--- config.mk ---
export PLATFORM = sky130hd
export DESIGN_NAME = align_exc_detector
export DESIGN_NICKNAME = d
export VERILOG_FILES = /design/src/rtl/align_pkg.sv /design/src/rtl/align_classify.sv /design/src/rtl/align_prioritize.sv /design/src/rtl/align_addr_capture.sv /design/src/rtl/align_exc_detector.sv
export SDC_FILE = /design/constraint.sdc
export NUM_CORES = 1
export LEC_CHECK = 0
export ABC_AREA = 1
export BUFFER_PORTS_ARGS = -buffer_cell sky130_fd_sc_hd__buf_2
export CAP_MARGIN = 25
export CORE_MARGIN = 4
export CORE_UTILIZATION = 47
export CTS_BUF_LIST = sky130_fd_sc_hd__clkbuf_8
export CTS_CLUSTER_DIAMETER = 120
export DETAILED_ROUTE_END_ITERATION = 8
export GPL_ROUTABILITY_DRIVEN = 0
export PLACE_DENSITY = 0.77
export SLEW_MARGIN = 20
export SYNTH_ARGS = -nofsm -noshare
export SYNTH_HDL_FRONTEND = slang
export SYNTH_SLANG_ARGS = --single-unit
--- constraint.sdc ---
create_clock -name clk -period 1.7 [get_ports clk]
set_input_delay 0.51 -clock clk [delete_from_list [all_inputs] [get_ports clk]]
set_output_delay 0.51 -clock clk [all_outputs]
set_load 0.1 [all_outputs]
--- src/rtl/align_pkg.sv ---
package align_pkg;

    typedef enum logic [2:0] {
        CLS_INT   = 3'd0,
        CLS_FP    = 3'd1,
        CLS_BZERO = 3'd2,
        CLS_MULTI = 3'd3,
        CLS_RSV   = 3'd4,
        CLS_COND  = 3'd5
    } acc_class_e;

    typedef enum logic [2:0] {
        CAUSE_NONE     = 3'd0,
        CAUSE_LE_MULTI = 3'd1,
        CAUSE_PAGE     = 3'd2,
        CAUSE_WORD     = 3'd3,
        CAUSE_LE_MIS   = 3'd4
    } cause_e;

    typedef struct packed {
        logic le_multi;
        logic page;
        logic word;
        logic le_mis;
        logic is_multi;
    } cond_t;

endpackage

--- src/rtl/align_classify.sv ---
module align_classify
    import align_pkg::*;
#(
    parameter int LOW_BITS = 3
) (
    input  logic [2:0]          cls,
    input  logic [1:0]          size_log2,
    input  logic [LOW_BITS-1:0] ea_low,
    input  logic                wt,
    input  logic                ci,
    input  logic                xlate,
    input  logic                le,
    output cond_t               cond
);
    logic [LOW_BITS-1:0] size_mask;
    logic                word_class;

    // Build the mask of the low address bits that must be zero for each size.
    generate
        for (genvar b = 0; b < LOW_BITS; b++) begin : g_mask
            assign size_mask[b] = (b < int'(size_log2));
        end
    endgenerate

    always_comb begin
        word_class = (cls == CLS_FP) || (cls == CLS_MULTI) ||
                     (cls == CLS_RSV) || (cls == CLS_COND);
        cond.is_multi = (cls == CLS_MULTI);
        cond.le_multi = le && (cls == CLS_MULTI);
        cond.page     = (cls == CLS_BZERO) && xlate && (wt || ci);
        cond.word     = word_class && (ea_low[1:0] != 2'b00);
        cond.le_mis   = le && ((ea_low & size_mask) != '0);
    end
endmodule

--- src/rtl/align_prioritize.sv ---
module align_prioritize
    import align_pkg::*;
(
    input  cond_t  cond,
    output logic   fault,
    output cause_e cause
);
    always_comb begin
        if (cond.le_multi)    cause = CAUSE_LE_MULTI;
        else if (cond.page)   cause = CAUSE_PAGE;
        else if (cond.word)   cause = CAUSE_WORD;
        else if (cond.le_mis) cause = CAUSE_LE_MIS;
        else                  cause = CAUSE_NONE;
        fault = (cause != CAUSE_NONE);
    end
endmodule

--- src/rtl/align_addr_capture.sv ---
module align_addr_capture #(
    parameter int ADDR_W = 32,
    parameter int ADJUST = 4
) (
    input  logic              clk,
    input  logic              rst,
    input  logic              load,
    input  logic              bump,
    input  logic [ADDR_W-1:0] ea,
    output logic [ADDR_W-1:0] addr_q
);
    localparam logic [ADDR_W-1:0] ADJ_V = ADDR_W'(ADJUST);

    always_ff @(posedge clk) begin
        if (rst)       addr_q <= '0;
        else if (load) addr_q <= bump ? (ea + ADJ_V) : ea;
    end


    addr_hold_chk: assert property (@(posedge clk) disable iff (rst)
        !load |=> $stable(addr_q));
endmodule

--- src/rtl/align_exc_detector.sv ---
module align_exc_detector
    import align_pkg::*;
#(
    parameter int ADDR_W   = 32,
    parameter int LOW_BITS = 3,
    parameter int MULT_ADJ = 4
) (
    input  logic              clk,
    input  logic              rst,
    input  logic              acc_valid,
    input  logic [2:0]        acc_class,
    input  logic [1:0]        acc_size,
    input  logic [ADDR_W-1:0] acc_ea,
    input  logic              pg_wt,
    input  logic              pg_ci,
    input  logic              xlate_on,
    input  logic              le_mode,
    output logic              exc_req,
    output logic [2:0]        exc_cause,
    output logic [ADDR_W-1:0] fault_addr
);
    typedef enum logic {S_CLEAR = 1'b0, S_TRAP = 1'b1} state_e;

    state_e state_q, state_d;
    cond_t  cond;
    cause_e cause_d, cause_q;
    logic   fault_d;
    logic   take;

    align_classify #(.LOW_BITS(LOW_BITS)) u_classify (
        .cls(acc_class), .size_log2(acc_size), .ea_low(acc_ea[LOW_BITS-1:0]),
        .wt(pg_wt), .ci(pg_ci), .xlate(xlate_on), .le(le_mode), .cond(cond)
    );

    align_prioritize u_prio (.cond(cond), .fault(fault_d), .cause(cause_d));

    assign take = acc_valid && fault_d;

    align_addr_capture #(.ADDR_W(ADDR_W), .ADJUST(MULT_ADJ)) u_capture (
        .clk(clk), .rst(rst), .load(take), .bump(cond.is_multi),
        .ea(acc_ea), .addr_q(fault_addr)
    );

    always_comb begin
        state_d = state_q;
        unique case (state_q)
            S_CLEAR: if (take)  state_d = S_TRAP;
            S_TRAP:  if (!take) state_d = S_CLEAR;
        endcase
    end

    always_ff @(posedge clk) begin
        if (rst) begin
            state_q <= S_CLEAR;
            cause_q <= CAUSE_NONE;
        end else begin
            state_q <= state_d;
            cause_q <= take ? cause_d : CAUSE_NONE;
        end
    end

    always_comb begin
        exc_req   = (state_q == S_TRAP);
        exc_cause = cause_q;
    end


    req_after_valid_chk: assert property (@(posedge clk) disable iff (rst)
        exc_req |-> $past(acc_valid));

    cause_idle_chk: assert property (@(posedge clk) disable iff (rst)
        !exc_req |-> (exc_cause == 3'd0));

    le_multi_chk: assert property (@(posedge clk) disable iff (rst)
        (acc_valid && le_mode && acc_class == 3'd3) |=> (exc_req && exc_cause == 3'd1));

    bzero_page_chk: assert property (@(posedge clk) disable iff (rst)
        (acc_valid && acc_class == 3'd2 && xlate_on && (pg_wt || pg_ci))
        |=> (exc_req && exc_cause == 3'd2));

    multi_bump_chk: assert property (@(posedge clk) disable iff (rst)
        (acc_valid && le_mode && acc_class == 3'd3)
        |=> (fault_addr == $past(acc_ea) + ADDR_W'(MULT_ADJ)));
endmodule

==> results.md, run 1 <==
* Fraction of the cycle the final worst path needs at a little over nine tenths
* Int Power at 1.46 mW
* Number of I/O port buffers at 79
* Minimum clock period at 1.65 ns
* Detail Placement HPWL at 5.41 mm
* FF+latch count, synth at 36
* Crit-path cells: buf_2
* Cell Area, Synth at 2410 um2
* Category of the critical setup timing path: flop to output pin
* Largest cells by area after synthesis: sky130_fd_sc_hd__dfxtp_1 30%, sky130_fd_sc_hd__nand2_1 16%, sky130_fd_sc_hd__nor2_1 8.9%
* GRT overflow at 0
* Unrepaired setup endpoints after global routing: false
* Worst-path clk slew at 0.08 ns
* Required time worst endpoint at between 1 and 1.5 ns
* Drt first pass iters at 4
* Peak clock frequency supported by timing at 0.607 GHz
* Delay contributed by the slowest stage of the critical path at 0.45 ns
* All-layer global routing usage at 22.9%
* Cell at the root of the clock tree: sky130_fd_sc_hd__clkbuf_8
* Run status: finished clean
* Number of cell rows at 25
* Post-synthesis area per instance at 6.47 um2
* Number of fillers in the final layout at 464
* Met2 Resource Use GR at 42.9%
* EDFF count, synth at 0
* Width of the die at between 70 and 80 um
* Worst-case setup margin in the final layout at 0.0525 ns
* Startpoint type of the worst setup path: flop
* Worst rel slew slack at 67.2%
* Number of hold buffers added after CTS at 0
* Seq/Total Area, Yosys at ~30%
* Slowest library cell on the worst path: sky130_fd_sc_hd__buf_2
* Ys Warns at 0
* # clock sinks at 36
* Number of buffers created by CTS at 5
* Number of vias per cell after detailed routing at 4.90
* Max-slew violation count at 0
* Relative area change from synthesis to final layout at 31.3%
* Antenna violation net count after detailed routing at 0
* Clk Latency, worst-skew pair at about 0.29 ns
* Worst hold slack at 0.477 ns
* Top_reg_cell synth: sky130_fd_sc_hd__dfxtp_1
* DRC violation count after routing at 0
* Transition at the pin with the smallest max-transition slack at 0.496 ns
* Number of DRC markers in iteration 0 at 88
* Worst-path fanout max at 2
* Data arrival time of the worst path at 1.14 ns
* Layout net count at 526
* Fraction of registers with async set/reset at 0%
* Leakage at 1.68 nW
* Number of primary I/O pins at 80
* Clock Skews at 0 ns
* Category of cells accounting for the largest share of critical-path delay: buffers and inverters
* Final hold viol count at 0
* Worst slack at placement at -0.188 ns
* Max-cap check violation count at 0
* Layout cells sized above 1 at 32.6%
* Most utilized layer in the global route result: met2
* Detailed Route WL at between 6 and 7 mm
* Routed vias at 2689
* Total power divided by cell area at 844 nW/um2
* PnR Total Power at 2.68 mW
* Part of the total power dissipated in sequential elements at between 30% and 40%
* Number of instances in the synthesized netlist at 373
* Final setup violating endpoints at 0
* Global-route wire length before repair at 11.4 mm
* Number of antenna repair diodes at 0
* Worst-case vdd ir drop at 465 uV
* Number of buffers and inverters on the critical path at 1
* CTS tree: yes
* Antenna violations before repair at 0
* Fraction of post-synthesis cell area in the top cell type by area at slightly below 30%
* Worst min-delay path category: flop to flop
* Placeable core region at 4850 um2
* Global routing met1 resource utilization at 26.1%
* GR met3 Demand/Resource at 3.95%
* P_sw at 1.22 mW
* Post-DR wirelength/cell at approximately 12 um
* Distinct cell type count of the synthesized netlist at 36
* Maximum number of pins on one net before global-route repair at 34
* Starting Density at 49.8%
* Comb power frac at 41.2%
* Critical path capture point type: output pin
* Clk pwr share at 23.1%
* Library cell with the largest summed area after synthesis: sky130_fd_sc_hd__dfxtp_1
* Sw Ratio at 45.7%
* Post-synth net total at 418
* Die Outline Area at 6350 um2
* Vertical die dimension at 79.7 um
* Via count of the first global-routing pass at 2623
* Bufs on Longest Clock Path at 2
* Number of H-tree levels at 2
## logic make-up after synthesis
| family | synth area share [%] |
|---|---|
| fa+ha+maj | 0.518 |
| xor+xnor | 5.80 |
| simple gates | 46.7 |
| compound gates | 6.48 |
| flops | 29.8 |
| buf+inv | 10.6 |
## path summary, 6_finish.rpt
check,slack [ns],start,to,depth (start not counted)
min,0.48,u_capture.addr_q[1],u_capture.addr_q[1],2
max reg2reg,0.99,u_capture.addr_q[28],u_capture.addr_q[28],4
max,0.05,u_capture.addr_q[28],fault_addr[28],1
min reg2reg,0.48,u_capture.addr_q[1],u_capture.addr_q[1],2
## power groups by stage
stage	sequential (mW)	clock, mW	combinational (mW)
CTS	0.956	0.638	1.11
floorplan	1.52	0	0.304
global route	0.965	0.682	1.17
global placement	0.973	0	1.10
finish	0.956	0.618	1.10
detailed placement	0.975	0	1.11
## area by class of cell
class | instances | area, um2 | share of cell area [%]
Multi-Input combinational cell | 282 | 1440 | 45.4
Sequential cell | 36 | 721 | 22.7
Timing Repair Buffer | 109 | 658 | 20.7
Inverter | 47 | 181 | 5.72
Tap cell | 67 | 83.8 | 2.64
Clock buffer | 5 | 68.8 | 2.17
Clock inverter | 3 | 18.8 | 0.592
## routing by layer
layer | vias up | wire length [um]
met5 | - | 0
met4 | 0 | 149
met3 | 18 | 496
met2 | 99 | 3400
met1 | 1196 | 2790
li1 | 1376 | -
## registers in the layout (all words and copies together), names as in the netlist
| signal | flops |
|---|---|
| exc_req | 1 |
| exc_cause | 3 |
| u_capture.addr_q | 32 |
## synthesized netlist by cell type (2+ instances only)
cell and number:
sky130_fd_sc_hd__buf_2 2, sky130_fd_sc_hd__o21bai_1 2, sky130_fd_sc_hd__buf_6 4, sky130_fd_sc_hd__o21ai_0 12, sky130_fd_sc_hd__nor2_2 8, sky130_fd_sc_hd__a21o_1 2, sky130_fd_sc_hd__xor2_1 10, sky130_fd_sc_hd__nand4_1 7
sky130_fd_sc_hd__nand3_2 4, sky130_fd_sc_hd__inv_1 45, sky130_fd_sc_hd__nor2_1 57, sky130_fd_sc_hd__nand3_1 24, sky130_fd_sc_hd__nor3_1 6, sky130_fd_sc_hd__a21oi_1 9, sky130_fd_sc_hd__nand2_1 104, sky130_fd_sc_hd__nor2_4 4
sky130_fd_sc_hd__dfxtp_1 36, sky130_fd_sc_hd__xnor2_1 6, sky130_fd_sc_hd__nand2_2 14
## through the flow
stage	util, %	TNS [ns]	instances	area (um2)
6_report	65.4	0	549	3170
5_1_grt	65.4	0	549	3170
4_1_cts	65.4	0	549	3170
3_5_place_dp	63.6	-1.68	541	3080
3_3_place_gp	63.6	-1.20	541	3080
2_1_floorplan	-	0	373	2410
## cell usage in the layout (no fill, tap or decap)
master / synthesis / final
sky130_fd_sc_hd__nand4_4: 1 / 1
sky130_fd_sc_hd__ha_1: 1 / 1
sky130_fd_sc_hd__clkinv_2: 0 / 2
sky130_fd_sc_hd__xnor2_1: 6 / 6
sky130_fd_sc_hd__inv_1: 45 / 45
sky130_fd_sc_hd__dfxtp_1: 36 / 36
sky130_fd_sc_hd__clkbuf_8: 0 / 5
sky130_fd_sc_hd__clkinv_4: 0 / 1
sky130_fd_sc_hd__nand2_2: 14 / 14
sky130_fd_sc_hd__a21oi_1: 9 / 9
sky130_fd_sc_hd__nand2_8: 1 / 1
sky130_fd_sc_hd__a21oi_2: 1 / 1
sky130_fd_sc_hd__inv_6: 1 / 1
sky130_fd_sc_hd__o211ai_1: 1 / 1
sky130_fd_sc_hd__nor3_1: 6 / 6
sky130_fd_sc_hd__o21bai_1: 2 / 2
sky130_fd_sc_hd__buf_12: 0 / 3
sky130_fd_sc_hd__nand3_4: 1 / 1
sky130_fd_sc_hd__nand4_1: 7 / 7
sky130_fd_sc_hd__nand3_1: 24 / 24
sky130_fd_sc_hd__buf_2: 2 / 79
sky130_fd_sc_hd__nor3b_1: 1 / 1
sky130_fd_sc_hd__inv_2: 1 / 1
sky130_fd_sc_hd__nor2_2: 8 / 9
sky130_fd_sc_hd__nand2_4: 1 / 1
sky130_fd_sc_hd__nor4_1: 1 / 1
sky130_fd_sc_hd__nand3b_1: 1 / 1
sky130_fd_sc_hd__a21o_1: 2 / 2
sky130_fd_sc_hd__o21ai_1: 1 / 1
sky130_fd_sc_hd__xor2_1: 10 / 10
sky130_fd_sc_hd__buf_4: 0 / 27
sky130_fd_sc_hd__or2_2: 1 / 1
sky130_fd_sc_hd__nor2_4: 4 / 4
sky130_fd_sc_hd__nand2_1: 104 / 104
sky130_fd_sc_hd__nor2_1: 57 / 56
sky130_fd_sc_hd__nand3_2: 4 / 4
sky130_fd_sc_hd__nor3_2: 1 / 1
sky130_fd_sc_hd__o21ai_0: 12 / 12
## repair_timing
item | in CTS | in global routing
endpoints found under the setup margin | 0 | 2
buffers inserted | 0 | 0
gates resized for setup | 0 | 1
endpoints found under the hold margin | 0 | 0
Note: power is estimated with default switching activity, not from simulation.
==> run 2: changes to the inputs <==
--- a/config.mk
+++ b/config.mk
@@ -5,11 +5,13 @@
 export SDC_FILE = /design/constraint.sdc
 export NUM_CORES = 1
 export LEC_CHECK = 0
-export ABC_AREA = 1
+export ABC_AREA = 0
 export BUFFER_PORTS_ARGS = -buffer_cell sky130_fd_sc_hd__buf_2
 export CAP_MARGIN = 25
+export CELL_PAD_IN_SITES_DETAIL_PLACEMENT = 0
+export CELL_PAD_IN_SITES_GLOBAL_PLACEMENT = 1
 export CORE_MARGIN = 4
-export CORE_UTILIZATION = 47
+export CORE_UTILIZATION = 33
 export CTS_BUF_LIST = sky130_fd_sc_hd__clkbuf_8
 export CTS_CLUSTER_DIAMETER = 120
 export DETAILED_ROUTE_END_ITERATION = 8
==> run 2 against run 1 <==
Against the previous run:
- the run now ends with setup timing left
- largest power group unchanged
- worst hold slack improved by 0.016 ns
- count of clock-buffer cells in the layout rose by 1
- die area rose by 18%
- global-route usage fell by 6.8 points
- fmax fell by 3.6%
- wire length fell by 4.7%
- critical endpoint is now u_capture.addr_q[0]
- highest routed layer unchanged
- largest cell class unchanged
- register-to-register slack got worse by 0.03 ns
- via count fell by 19%
- synthesized cell count fell by 40%
- sequential power rose by 2.5%
==> results.md, run 2 <==
* Critical path capture point type: flop
* EDFF count, synth at 0
* Clock Skews at 0 ns
* Number of H-tree levels at 2
* Reg2Reg Setup Slack at 0.96 ns
* Post-synth net total at 269
* Library cell with the largest summed area after synthesis: sky130_fd_sc_hd__dfxtp_1
* Worst flop-to-flop path endpoint: u_capture.addr_q[30]
* Number of buffers and inverters on the critical path at 3
* DRC violation count after routing at 0
* Layout cells sized above 1 at roughly three fifths
* Sw Ratio at ~43%
* Most common cell after layout, fill and taps aside: sky130_fd_sc_hd__buf_2
* Reg-to-reg critical path startpoint: u_capture.addr_q[30]
* Number of primary I/O pins at 80
* CTS tree: yes
* Maximum number of pins on one net before global-route repair at 22
* Detail Placement HPWL at 4.46 mm
* Fraction of the cycle the final worst path needs at 101%
* All-layer global routing usage at 16.1%
* Final hold viol count at 0
* Ys Warns at 0
* Number of hold buffers added after CTS at 0
* Number of I/O port buffers at 79
* Violations in the final reports: setup timing
* FF+latch count, synth at 36
* Largest register by flop count: u_capture.addr_q
* Post-DR wirelength/cell at 14.8 um
* Fraction of registers with async set/reset at 0%
* Max FFs per register at 32
* Final setup violating endpoints at 3
* Drt first pass iters at 4
* PnR Total Power at 2.94 mW
* # clock sinks at 36
* Post-synthesis area per instance at 9.07 um2
* Worst setup endpoint: u_capture.addr_q[0]
* Delay contributed by the slowest stage of the critical path at 0.34 ns
* Max-cap check violation count at 0
* Crit-path cells: buf_8 > and3b_2 > buf_6 > a211oi_4 > o2bb2ai_4 > buf_12 > mux2i_1 > nor2_1
* Worst-path fanout max at 6
* Number of cell rows at 28
* Top cells by count, synth: 40 x sky130_fd_sc_hd__nor2_1, 36 x sky130_fd_sc_hd__dfxtp_1, 23 x sky130_fd_sc_hd__a211oi_1
* Minimum clock period at 1.71 ns
* Global-route wire length before repair at 9.72 mm
* Max-slew violation count at 0
* Number of antenna repair diodes at 0
* Detailed Route WL at 6.51 mm
* Final std cells w/o fill at 440
* Run status: finished with violations
* Seq/Total Area, Yosys at 35.5%
* Required time worst endpoint at 1.86 ns
* Count leader, synth: sky130_fd_sc_hd__nor2_1
* Distinct cell type count of the synthesized netlist at about 40
* Relative area change from synthesis to final layout at 78.3%
* Worst-path clk slew at 0.07 ns
* Via count of the first global-routing pass at between 2k and 2.5k
* Number of vias per cell after detailed routing at 4.98
* Cell Area, Synth at 2030 um2
* Cell at the root of the clock tree: sky130_fd_sc_hd__clkbuf_8
* Timing startpoint of the critical path: acc_class[1]
* Part of the total power dissipated in sequential elements at around 33%
* Clk Latency, worst-skew pair at 0.28 ns
* Int Power at 1.67 mW
* Routed vias at 2189
* Number of DRC markers in iteration 0 at 72
* Antenna violations before repair at 0
* Antenna violation net count after detailed routing at 0
* Vertical die dimension at 86.5 um
* Die Outline Area at 7480 um2
* Fraction of post-synthesis cell area in the top cell type by area at 35.5%
* Placeable core region at 5960 um2
* Peak clock frequency supported by timing at 0.585 GHz
* Leading cell types in the layout, fill and taps excluded: 75 x sky130_fd_sc_hd__buf_2, 50 x sky130_fd_sc_hd__buf_4, 36 x sky130_fd_sc_hd__dfxtp_1
* Worst-case setup margin in the final layout at -0.00949 ns
* Layout net count at 409
* Slowest library cell on the worst path: sky130_fd_sc_hd__a211oi_4
* Leakage at 1.56 nW
* Worst-case vdd ir drop at about 470 uV
* Number of instances in the synthesized netlist at about 220
* Bufs on Longest Clock Path at 2
* Number of buffers created by CTS at 5
* Category of the critical setup timing path: primary input to flop
* Register-to-Register Path Depth at 2
* Top_reg_cell synth: sky130_fd_sc_hd__dfxtp_1
* Post-placement cell count at between 400 and 500
* Worst min-delay path category: flop to flop
* Comb power frac at 45.7%
* Worst rel slew slack at 66.3%
* Category of cells accounting for the largest share of critical-path delay: compound AO/OA/AOI/OAI gates
* Largest cells by area after synthesis: sky130_fd_sc_hd__dfxtp_1 35%, sky130_fd_sc_hd__xnor2_1 9.1%, sky130_fd_sc_hd__a211oi_1 8.5%
* Clk pwr share at 21.0%
* Unrepaired setup endpoints after global routing: true
* Total power divided by cell area at 813 nW/um2
* P_sw at 1.28 mW
* Data arrival time of the worst path at 1.87 ns
* Startpoint type of the worst setup path: primary input
* Count of cell instances traversed by the critical path at 8
* Width of the die at 86.5 um
* GRT overflow at 0
* Starting Density at 34.1%
* Transition at the pin with the smallest max-transition slack at 0.508 ns
==> run 2: changes by cell type after synthesis, moves of 11 or more <==
cell                       previous run  this run
sky130_fd_sc_hd__nand2_1            104         7
sky130_fd_sc_hd__inv_1               45         3
sky130_fd_sc_hd__a211oi_1             0        23
sky130_fd_sc_hd__nor2_1              57        40
sky130_fd_sc_hd__xnor2_1              6        21
sky130_fd_sc_hd__nand2_2             14         0
sky130_fd_sc_hd__nand3_1             24        13
sky130_fd_sc_hd__o21ai_0             12         1
==> run 2: final cells by class <==
class	count	area [um2]
Timing Repair Buffer	145	1100
Clock inverter	2	7.51
Clock buffer	6	82.6
Multi-Input combinational cell	173	1610
Tap cell	75	93.8
Inverter	3	11.3
Sequential cell	36	721
Fill cell	492	2330
==> run 2: logic make-up after synthesis <==
logic type / share of synthesized area [%]
adder cells (fa/ha/maj): 0.616
flip-flops: 35.5
multiplexers: 1.48
buffers and inverters: 4.62
XOR/XNOR: 11.6
AO/OA/AOI/OAI: 15.9
AND/OR/NAND/NOR: 30.3
==> run 2: power groups by stage <==
stage,Combinational [mW],Clock (mW),Sequential (mW)
CTS,1.18,0.631,0.963
global route,1.41,0.676,0.990
detailed placement,1.13,0,0.981
global placement,1.12,0,0.981
floorplan,0.245,0,1.55
finish,1.35,0.618,0.980
==> run 2: worst min path at each step <==
stage	startpoint	to	cells past startpoint
floorplan	acc_valid	exc_cause[2]	2
detailed placement	u_capture.addr_q[0]	u_capture.addr_q[0]	2
global route	le_mode	exc_cause[2]	3
global placement	u_capture.addr_q[17]	u_capture.addr_q[17]	2
finish	u_capture.addr_q[15]	u_capture.addr_q[15]	2
CTS	u_capture.addr_q[10]	u_capture.addr_q[10]	2
==> run 2: tightest hold or removal path: stages (launching register included) <==
cell	delay, ns
sky130_fd_sc_hd__dfxtp_1	0.32
sky130_fd_sc_hd__nor2_2	0.09
sky130_fd_sc_hd__a211oi_1	0.04
==> run 2: what timing repair did <==
item | in CTS | in global routing
endpoints found under the setup margin | 33 | 31
hold endpoints to repair | 0 | 0
cloned | 2 | 6
setup buffers | 2 | 11
pin swaps | 6 | 21
gates resized for setup | 9 | 65
==> run 2: through the flow <==
stage | TNS, ns | hold WS, ns | setup WS [ns] | cell area [um2] | util, %
after floorplan | -0.0548 | 0.655 | -0.0363 | 2120 | -
after global placement | -9.92 | 0.485 | -0.352 | 2960 | 49.6
after detailed placement | -11.47 | 0.481 | -0.384 | 2960 | 49.6
after CTS | 0 | 0.497 | 0.00951 | 3150 | 52.8
after global routing | -0.854 | 0.513 | -0.0613 | 3620 | 60.8
final | -0.0163 | 0.493 | -0.00949 | 3620 | 60.8
==> run 2: layer usage <==
| layer | up-vias | global-route usage, % | part of all wire [%] |
|---|---|---|---|
| li1 | 1100 | - | - |
| met1 | 1024 | 21.7 | 43 |
| met2 | 59 | 25.9 | 51 |
| met3 | 6 | 3.52 | 5.6 |
| met4 | 0 | 4.25 | 1.0 |
| met5 | - | 0 | 0 |
